==> src/rtl/i2cx_pkg.sv <==
package i2cx_pkg;

  typedef enum logic [1:0] {
    PH_IDLE  = 2'd0,
    PH_START = 2'd1,
    PH_BUSY  = 2'd2
  } phase_e;

  // strobes from control to datapath, valid for one clock
  typedef struct packed {
    logic       txnReset;   // START or STOP seen
    logic       sampleBit;  // SCL rose on a data bit
    logic       addrBit;    // that bit is one of the 7 address bits
    logic [2:0] addrIdx;    // address bit index to compare
    logic       ackSample;  // SCL rose in the acknowledge slot
    logic       memLoad;    // write byte complete
    logic       driveUpd;   // SCL fell: recompute SDA drive
    logic       driveAck;   // next slot is an ack the slave gives
    logic       driveData;  // next slot is a read data bit
    logic [2:0] txIdx;      // register bit for the next read slot
  } ctlStrobes_t;

endpackage

==> src/rtl/i2cxGlitchFilter.sv <==
module i2cxGlitchFilter #(
  parameter int SYNC_STAGES = 2,
  parameter int FILT_LEN    = 4
) (
  input  logic clk,
  input  logic rst,
  input  logic lineIn,
  output logic lineOut
);
  localparam int CW = $clog2(FILT_LEN + 1);

  logic [SYNC_STAGES-1:0] syncQ;
  logic                   syncOut;
  logic [CW-1:0]          runCnt;
  logic                   filtQ;

  assign syncOut = syncQ[SYNC_STAGES-1];
  assign lineOut = filtQ;

  always_ff @(posedge clk) begin
    if (rst) syncQ <= '1;
    else     syncQ <= {syncQ[SYNC_STAGES-2:0], lineIn};
  end

  // output follows only after FILT_LEN consecutive differing samples
  always_ff @(posedge clk) begin
    if (rst) begin
      filtQ  <= 1'b1;
      runCnt <= '0;
    end else if (syncOut == filtQ) begin
      runCnt <= '0;
    end else if (runCnt == CW'(FILT_LEN - 1)) begin
      filtQ  <= syncOut;
      runCnt <= '0;
    end else begin
      runCnt <= runCnt + 1'b1;
    end
  end

  // the run counter never passes the filter length
  a_r2_count_bounded: assert property (@(posedge clk) disable iff (rst)
    runCnt < CW'(FILT_LEN));

  // a filtered change always follows a differing synchronised sample
  a_r2_change_follows_input: assert property (@(posedge clk) disable iff (rst)
    (filtQ != $past(filtQ)) |-> ($past(syncOut) == filtQ));
endmodule

==> src/rtl/i2cxControl.sv <==
module i2cxControl
  import i2cx_pkg::*;
(
  input  logic        clk,
  input  logic        rst,
  input  logic        sclF,
  input  logic        sdaF,
  output ctlStrobes_t st
);
  logic   sclPrev, sdaPrev;
  phase_e phase;
  logic [3:0] bitPos;     // 0..7 data, 8 = acknowledge slot
  logic   dataPh;
  logic   readOp;

  logic sclRise, sclFall, startC, stopC, busy, ackSlot, lastData, nextData;
  logic [3:0] nextPos;

  always_comb begin
    sclRise  = sclF & ~sclPrev;
    sclFall  = ~sclF & sclPrev;
    startC   = sclF & sclPrev & sdaPrev & ~sdaF;
    stopC    = sclF & sclPrev & ~sdaPrev & sdaF;
    busy     = (phase == PH_BUSY);
    ackSlot  = (bitPos == 4'd8);
    lastData = (bitPos == 4'd7);
    nextPos  = ackSlot ? 4'd0 : 4'(bitPos + 4'd1);
    nextData = ackSlot | dataPh;

    st          = '0;
    st.txnReset = startC | stopC;
    if (!st.txnReset && busy && sclRise) begin
      st.sampleBit = ~ackSlot;
      st.addrBit   = ~dataPh & (bitPos < 4'd7);
      st.addrIdx   = 3'(4'd6 - bitPos);
      st.ackSample = ackSlot;
    end
    if (!st.txnReset && busy && sclFall) begin
      st.memLoad   = lastData & dataPh & ~readOp;
      st.driveUpd  = 1'b1;
      st.driveAck  = (nextPos == 4'd8) & (~dataPh | ~readOp);
      st.driveData = (nextPos < 4'd8) & nextData & readOp;
      st.txIdx     = 3'(4'd7 - nextPos);
    end
  end

  always_ff @(posedge clk) begin
    if (rst) begin
      sclPrev <= 1'b1;
      sdaPrev <= 1'b1;
    end else begin
      sclPrev <= sclF;
      sdaPrev <= sdaF;
    end
  end

  always_ff @(posedge clk) begin
    if (rst) begin
      phase  <= PH_IDLE;
      bitPos <= '0;
      dataPh <= 1'b0;
      readOp <= 1'b0;
    end else if (startC || stopC) begin
      phase  <= startC ? PH_START : PH_IDLE;
      bitPos <= '0;
      dataPh <= 1'b0;
      readOp <= 1'b0;
    end else if (sclFall && phase == PH_START) begin
      phase <= PH_BUSY;
    end else if (busy && sclRise) begin
      if (~dataPh && lastData) readOp <= sdaF;
    end else if (busy && sclFall) begin
      bitPos <= nextPos;
      dataPh <= nextData;
    end
  end

  // bit position stays within one byte plus the acknowledge slot
  a_r3_pos_range: assert property (@(posedge clk) disable iff (rst)
    bitPos <= 4'd8);

  // a START or STOP leaves the byte framing at its origin
  a_r9_cond_clears: assert property (@(posedge clk) disable iff (rst)
    $past(st.txnReset) |-> (bitPos == 4'd0 && !dataPh && !readOp));
endmodule

==> src/rtl/i2cxDatapath.sv <==
module i2cxDatapath
  import i2cx_pkg::*;
#(
  parameter logic [6:0] OWN_ADDR = 7'h27
) (
  input  logic        clk,
  input  logic        rst,
  input  logic        sdaF,
  input  ctlStrobes_t st,
  output logic        pullLow,
  output logic [7:0]  regOut
);
  logic [7:0] shiftQ, memQ;
  logic       matchQ, gotAckQ, pullQ;

  assign pullLow = pullQ;
  assign regOut  = memQ;

  always_ff @(posedge clk) begin
    if (rst) begin
      shiftQ  <= '0;
      memQ    <= '0;
      matchQ  <= 1'b1;
      gotAckQ <= 1'b1;
      pullQ   <= 1'b0;
    end else if (st.txnReset) begin
      matchQ  <= 1'b1;
      gotAckQ <= 1'b1;
      pullQ   <= 1'b0;
    end else begin
      if (st.sampleBit) shiftQ <= {shiftQ[6:0], sdaF};
      if (st.addrBit && (sdaF != OWN_ADDR[st.addrIdx])) matchQ <= 1'b0;
      if (st.ackSample) gotAckQ <= ~sdaF;
      if (st.memLoad && matchQ) memQ <= shiftQ;
      if (st.driveUpd)
        pullQ <= matchQ & (st.driveAck |
                           (st.driveData & gotAckQ & ~memQ[st.txIdx]));
    end
  end

  // the match flag comes back only through a START or STOP
  a_r4_match_sticky: assert property (@(posedge clk) disable iff (rst)
    $rose(matchQ) |-> $past(st.txnReset));

  // the register changes only on a completed write to this slave
  a_r6_mem_only_on_load: assert property (@(posedge clk) disable iff (rst)
    (memQ != $past(memQ)) |-> $past(st.memLoad && matchQ));

  // after a missing master acknowledge, read slots stay released
  a_r8_nack_release: assert property (@(posedge clk) disable iff (rst)
    (st.driveUpd && st.driveData && !gotAckQ) |=> !pullQ);

  // drive moves only on a SCL fall strobe or a bus condition
  a_r10_pull_timing: assert property (@(posedge clk) disable iff (rst)
    (pullQ != $past(pullQ)) |-> $past(st.driveUpd || st.txnReset));
endmodule

==> src/rtl/i2cExpander.sv <==
module i2cExpander
  import i2cx_pkg::*;
#(
  parameter logic [6:0] OWN_ADDR    = 7'h27,
  parameter int         FILT_LEN    = 4,
  parameter int         SYNC_STAGES = 2
) (
  input  logic       clk,
  input  logic       rst,
  input  logic       sclIn,
  input  logic       sdaIn,
  output logic       sdaPullLow,
  output logic [7:0] ioOut
);
  localparam int N_LINES = 2;

  logic [N_LINES-1:0] rawLines, cleanLines;
  ctlStrobes_t        strobes;

  assign rawLines = {sclIn, sdaIn};

  for (genvar g = 0; g < N_LINES; g++) begin : gLine
    i2cxGlitchFilter #(
      .SYNC_STAGES(SYNC_STAGES),
      .FILT_LEN   (FILT_LEN)
    ) uFilt (
      .clk    (clk),
      .rst    (rst),
      .lineIn (rawLines[g]),
      .lineOut(cleanLines[g])
    );
  end

  i2cxControl uCtl (
    .clk (clk),
    .rst (rst),
    .sclF(cleanLines[1]),
    .sdaF(cleanLines[0]),
    .st  (strobes)
  );

  i2cxDatapath #(.OWN_ADDR(OWN_ADDR)) uDp (
    .clk    (clk),
    .rst    (rst),
    .sdaF   (cleanLines[0]),
    .st     (strobes),
    .pullLow(sdaPullLow),
    .regOut (ioOut)
  );
endmodule

==> config.mk <==
export PLATFORM = sky130hd
export DESIGN_NAME = i2cExpander
export DESIGN_NICKNAME = d
export VERILOG_FILES = /design/src/rtl/i2cx_pkg.sv /design/src/rtl/i2cxGlitchFilter.sv /design/src/rtl/i2cxControl.sv /design/src/rtl/i2cxDatapath.sv /design/src/rtl/i2cExpander.sv
export SDC_FILE = /design/constraint.sdc
export NUM_CORES = 1
export LEC_CHECK = 0
export ABC_AREA = 0
export BUFFER_PORTS_ARGS = -buffer_cell sky130_fd_sc_hd__buf_2
export CORE_MARGIN = 2
export CORE_UTILIZATION = 45
export DETAILED_ROUTE_END_ITERATION = 8
export PLACE_DENSITY = 0.72
export SYNTH_ARGS = -nofsm -noshare
export SYNTH_HDL_FRONTEND = slang
export SYNTH_SLANG_ARGS = --single-unit
==> constraint.sdc <==
create_clock -name clk -period 4 [get_ports clk]
set_input_delay 0.4 -clock clk [delete_from_list [all_inputs] [get_ports clk]]
set_output_delay 0.4 -clock clk [all_outputs]
set_load 0.03 [all_outputs]
==> flow_metrics.tcl <==
set metrics [dict create \
    outcome "finished, final reports clean" \
    synth_compound_area_frac 0.0892 \
    pwr-share-clk 0.445 \
    diodes 0 \
    antenna_found_initial 0 \
    critPathSlowestCell "nor4_4" \
    root_buffer "clkbuf_8" \
    avgSynthCellArea_um2 9.35 \
    gp_congestion 0.836 \
    switchingPower_mw 0.143 \
    cellPowerDensity_nw_per_um2 386 \
    hold_viol 0 \
    cts_buffer_depth 2 \
    path_delay_family "simple AND/OR/NAND/NOR gates" \
    synthAdderAreaFrac 0.0425 \
    skew_ns 0.00583 \
    num_rows 22 \
    clock_sink_count 41 \
    ir_worst_vdd_uv 315 \
    fin_ws_ns 1.88 \
    finalNetCount 210 \
    rsz0062_at_grt "false" \
    critPathArrivalTime_ns 2.28 \
    numCtsBuffers 5 \
    die_h_um 66.7 \
    synth_top_family_by_area "simple AND/OR/NAND/NOR gates" \
    power.total_mw 0.761 \
    ys_ff_latch 41 \
    synth_fp_nets 199 \
    htreeDepth 2 \
    ioPinCount 13 \
    critical_path_buf_inv_count 0 \
    synthDistinctLibCells 37 \
    critPathCaptureType "register" \
    critPathMaxStageDelay_ns 0.67 \
    die_x_um 66.7 \
    fmax_mhz 473 \
    switching_share 0.189 \
    drv_slew 0 \
    finalSetupTns_ns 0 \
    cap_violations 0 \
    syn_to_final_growth_pct 11.6 \
    synth_top_area_share 0.465 \
    ys.flop_type "dfxtp_1" \
    wl_mm 2.91 \
    setup_viol 0 \
    drive_gt1_frac 0.144 \
    synth.area.mux_share 0.120 \
    drt_first_pass_iters 4 \
    combPwrFrac 0.015 \
    seq_area_um2 821 \
    min_path_type "in2reg" \
    p_int_mw 0.617 \
    grt_max_degree 26 \
    critPathMaxFanout 12 \
    synth-simple-area-share 0.216 \
    route.antenna.remaining_nets 0 \
    die_area_um2 4440 \
    route.detailed.drc 0 \
    dpl_worst_slack_ns 1.89 \
    hpwl_mm 2.05 \
    start_kind "register" \
    syn_inst 189 \
    viasPerCell 5.02 \
    cts_tree "done" \
    overflow 0 \
    portBuffers 12 \
    synth_area_leaders "dfxtp_1 (46%), mux2i_1 (11%), nor2_1 (7.2%)" \
    coreArea_um2 3720 \
    min_period_ns 2.12 \
    drt_iter0_markers 57 \
    worst_slew_pin_slew_ns 0.705 \
    crit_type "reg2reg" \
    cts_setup_buffers 0 \
    synthXorXnorAreaFrac 0.0198 \
    vias 1250 \
    clk_pin_slew_ns 0.08 \
    wl_per_cell_um 11.7 \
    synth.yosys.seq_area_share 0.465 \
    ctsResizeCount 0 \
    p_leak_nw 0.799 \
    grt_usage 0.150 \
    yosysWarnings 0 \
    synth-edff-count 0 \
    clk_latency_ns 0.29 \
    yosys.area.top_type "dfxtp_1" \
    path_cells "ha_1, nand2_1, nor4_4, mux2i_1, nor2_1" \
    slew_headroom 0.526 \
    grt_pass1_wl_mm 5.04 \
    multi_input_area_um2 862 \
    netlist_area_um2 1770 \
    fill_cells 345 \
    start_util 0.475 \
    cp_data_required_time_ns 4.17 \
    hold_buffers 0 \
    grt_pass1_vias 1111 \
    fin_crit_sh 0.529 \
    timing.hold.ws_ns 0.291 \
    seqPwrFrac 0.541 \
    synthArstFlopShare 0 \
]
[cell usage after synthesis, types with 2 or more instances]
cell type  instances
nor3_1             4
nand2b_1           5
nor3b_1            2
a21oi_1            7
dfxtp_1           41
or3_1              2
inv_1             11
or2_2              5
ha_1               6
a211oi_1           2
nand2_1           10
o21ai_0            5
mux2i_1           19
xnor2_1            4
and2_1             2
o211ai_1           2
o2111ai_1          2
clkbuf_1           7
a31oi_1            2
nor2_1            34
[metrics by stage]
step | utilization | std cells | area (um2)
2_1_floorplan | - | 189 | 1770
3_3_place_gp | 0.498 | 241 | 1850
3_5_place_dp | 0.498 | 241 | 1850
4_1_cts | 0.531 | 249 | 1970
5_1_grt | 0.531 | 249 | 1970
6_report | 0.531 | 249 | 1970
[power groups by stage]
stage	Sequential, mW	Combinational, mW	Clock (mW)
4_1_cts	0.411	0.0113	0.352
6_report	0.411	0.0112	0.338
2_1_floorplan	0.421	0.00766	0
3_5_place_dp	0.421	0.0112	0
5_1_grt	0.412	0.0128	0.374
3_3_place_gp	0.421	0.0115	0
[cell type report]
cell class | count | area share
Sequential cell | 41 | 0.416
Inverter | 11 | 0.0209
Clock buffer | 6 | 0.0419
Multi-Input combinational cell | 128 | 0.437
Clock inverter | 2 | 0.0190
Timing Repair Buffer | 13 | 0.0343
Tap cell | 48 | 0.0305
[path summary, 6_finish.rpt]
path	startpoint	to	slack, ns	cells after the start
worst min register to register	gLine[0].uFilt.syncQ[0]	gLine[0].uFilt.syncQ[1]	0.41	1
worst min-delay path	sclIn	gLine[1].uFilt.syncQ[0]	0.29	2
worst max-delay path	uCtl.bitPos[0]	uDp.regOut[4]	1.88	5
worst max register to register	uCtl.bitPos[0]	uDp.regOut[4]	1.88	5
[logic make-up after synthesis]
group	Yosys count
fa+ha+maj	6
xor+xnor	4
simple gates	73
mux	20
buf+inv	20
flops	41
compound gates	25
[registers in the layout, summed over array words and instances, names as in the netlist, 2 cells and up]
signal,cells
gLine.uFilt.lineOut,2
gLine.uFilt.runCnt,6
gLine.uFilt.syncQ,4
uCtl.bitPos,4
uCtl.phase,2
uDp.regOut,8
uDp.shiftQ,8
[layer usage]
layer,vias to the layer above,track usage,share of wire
li1,661,-,-
met5,-,0,0
met2,19,0.218,0.45
met3,4,0.0507,0.031
met4,0,0.0587,0.012
met1,566,0.203,0.51
[placed cells by master (no fill, tap or decap), types with 4 or more instances in the layout]
cell	instances
nor3_1	4
nand2b_1	5
buf_2	12
nand2_1	10
dfxtp_1	41
nor2_1	34
xnor2_1	4
inv_1	11
mux2i_1	19
ha_1	6
or2_2	5
o21ai_0	5
clkbuf_8	6
a21oi_1	7
Power figures use the tool's default switching activity.
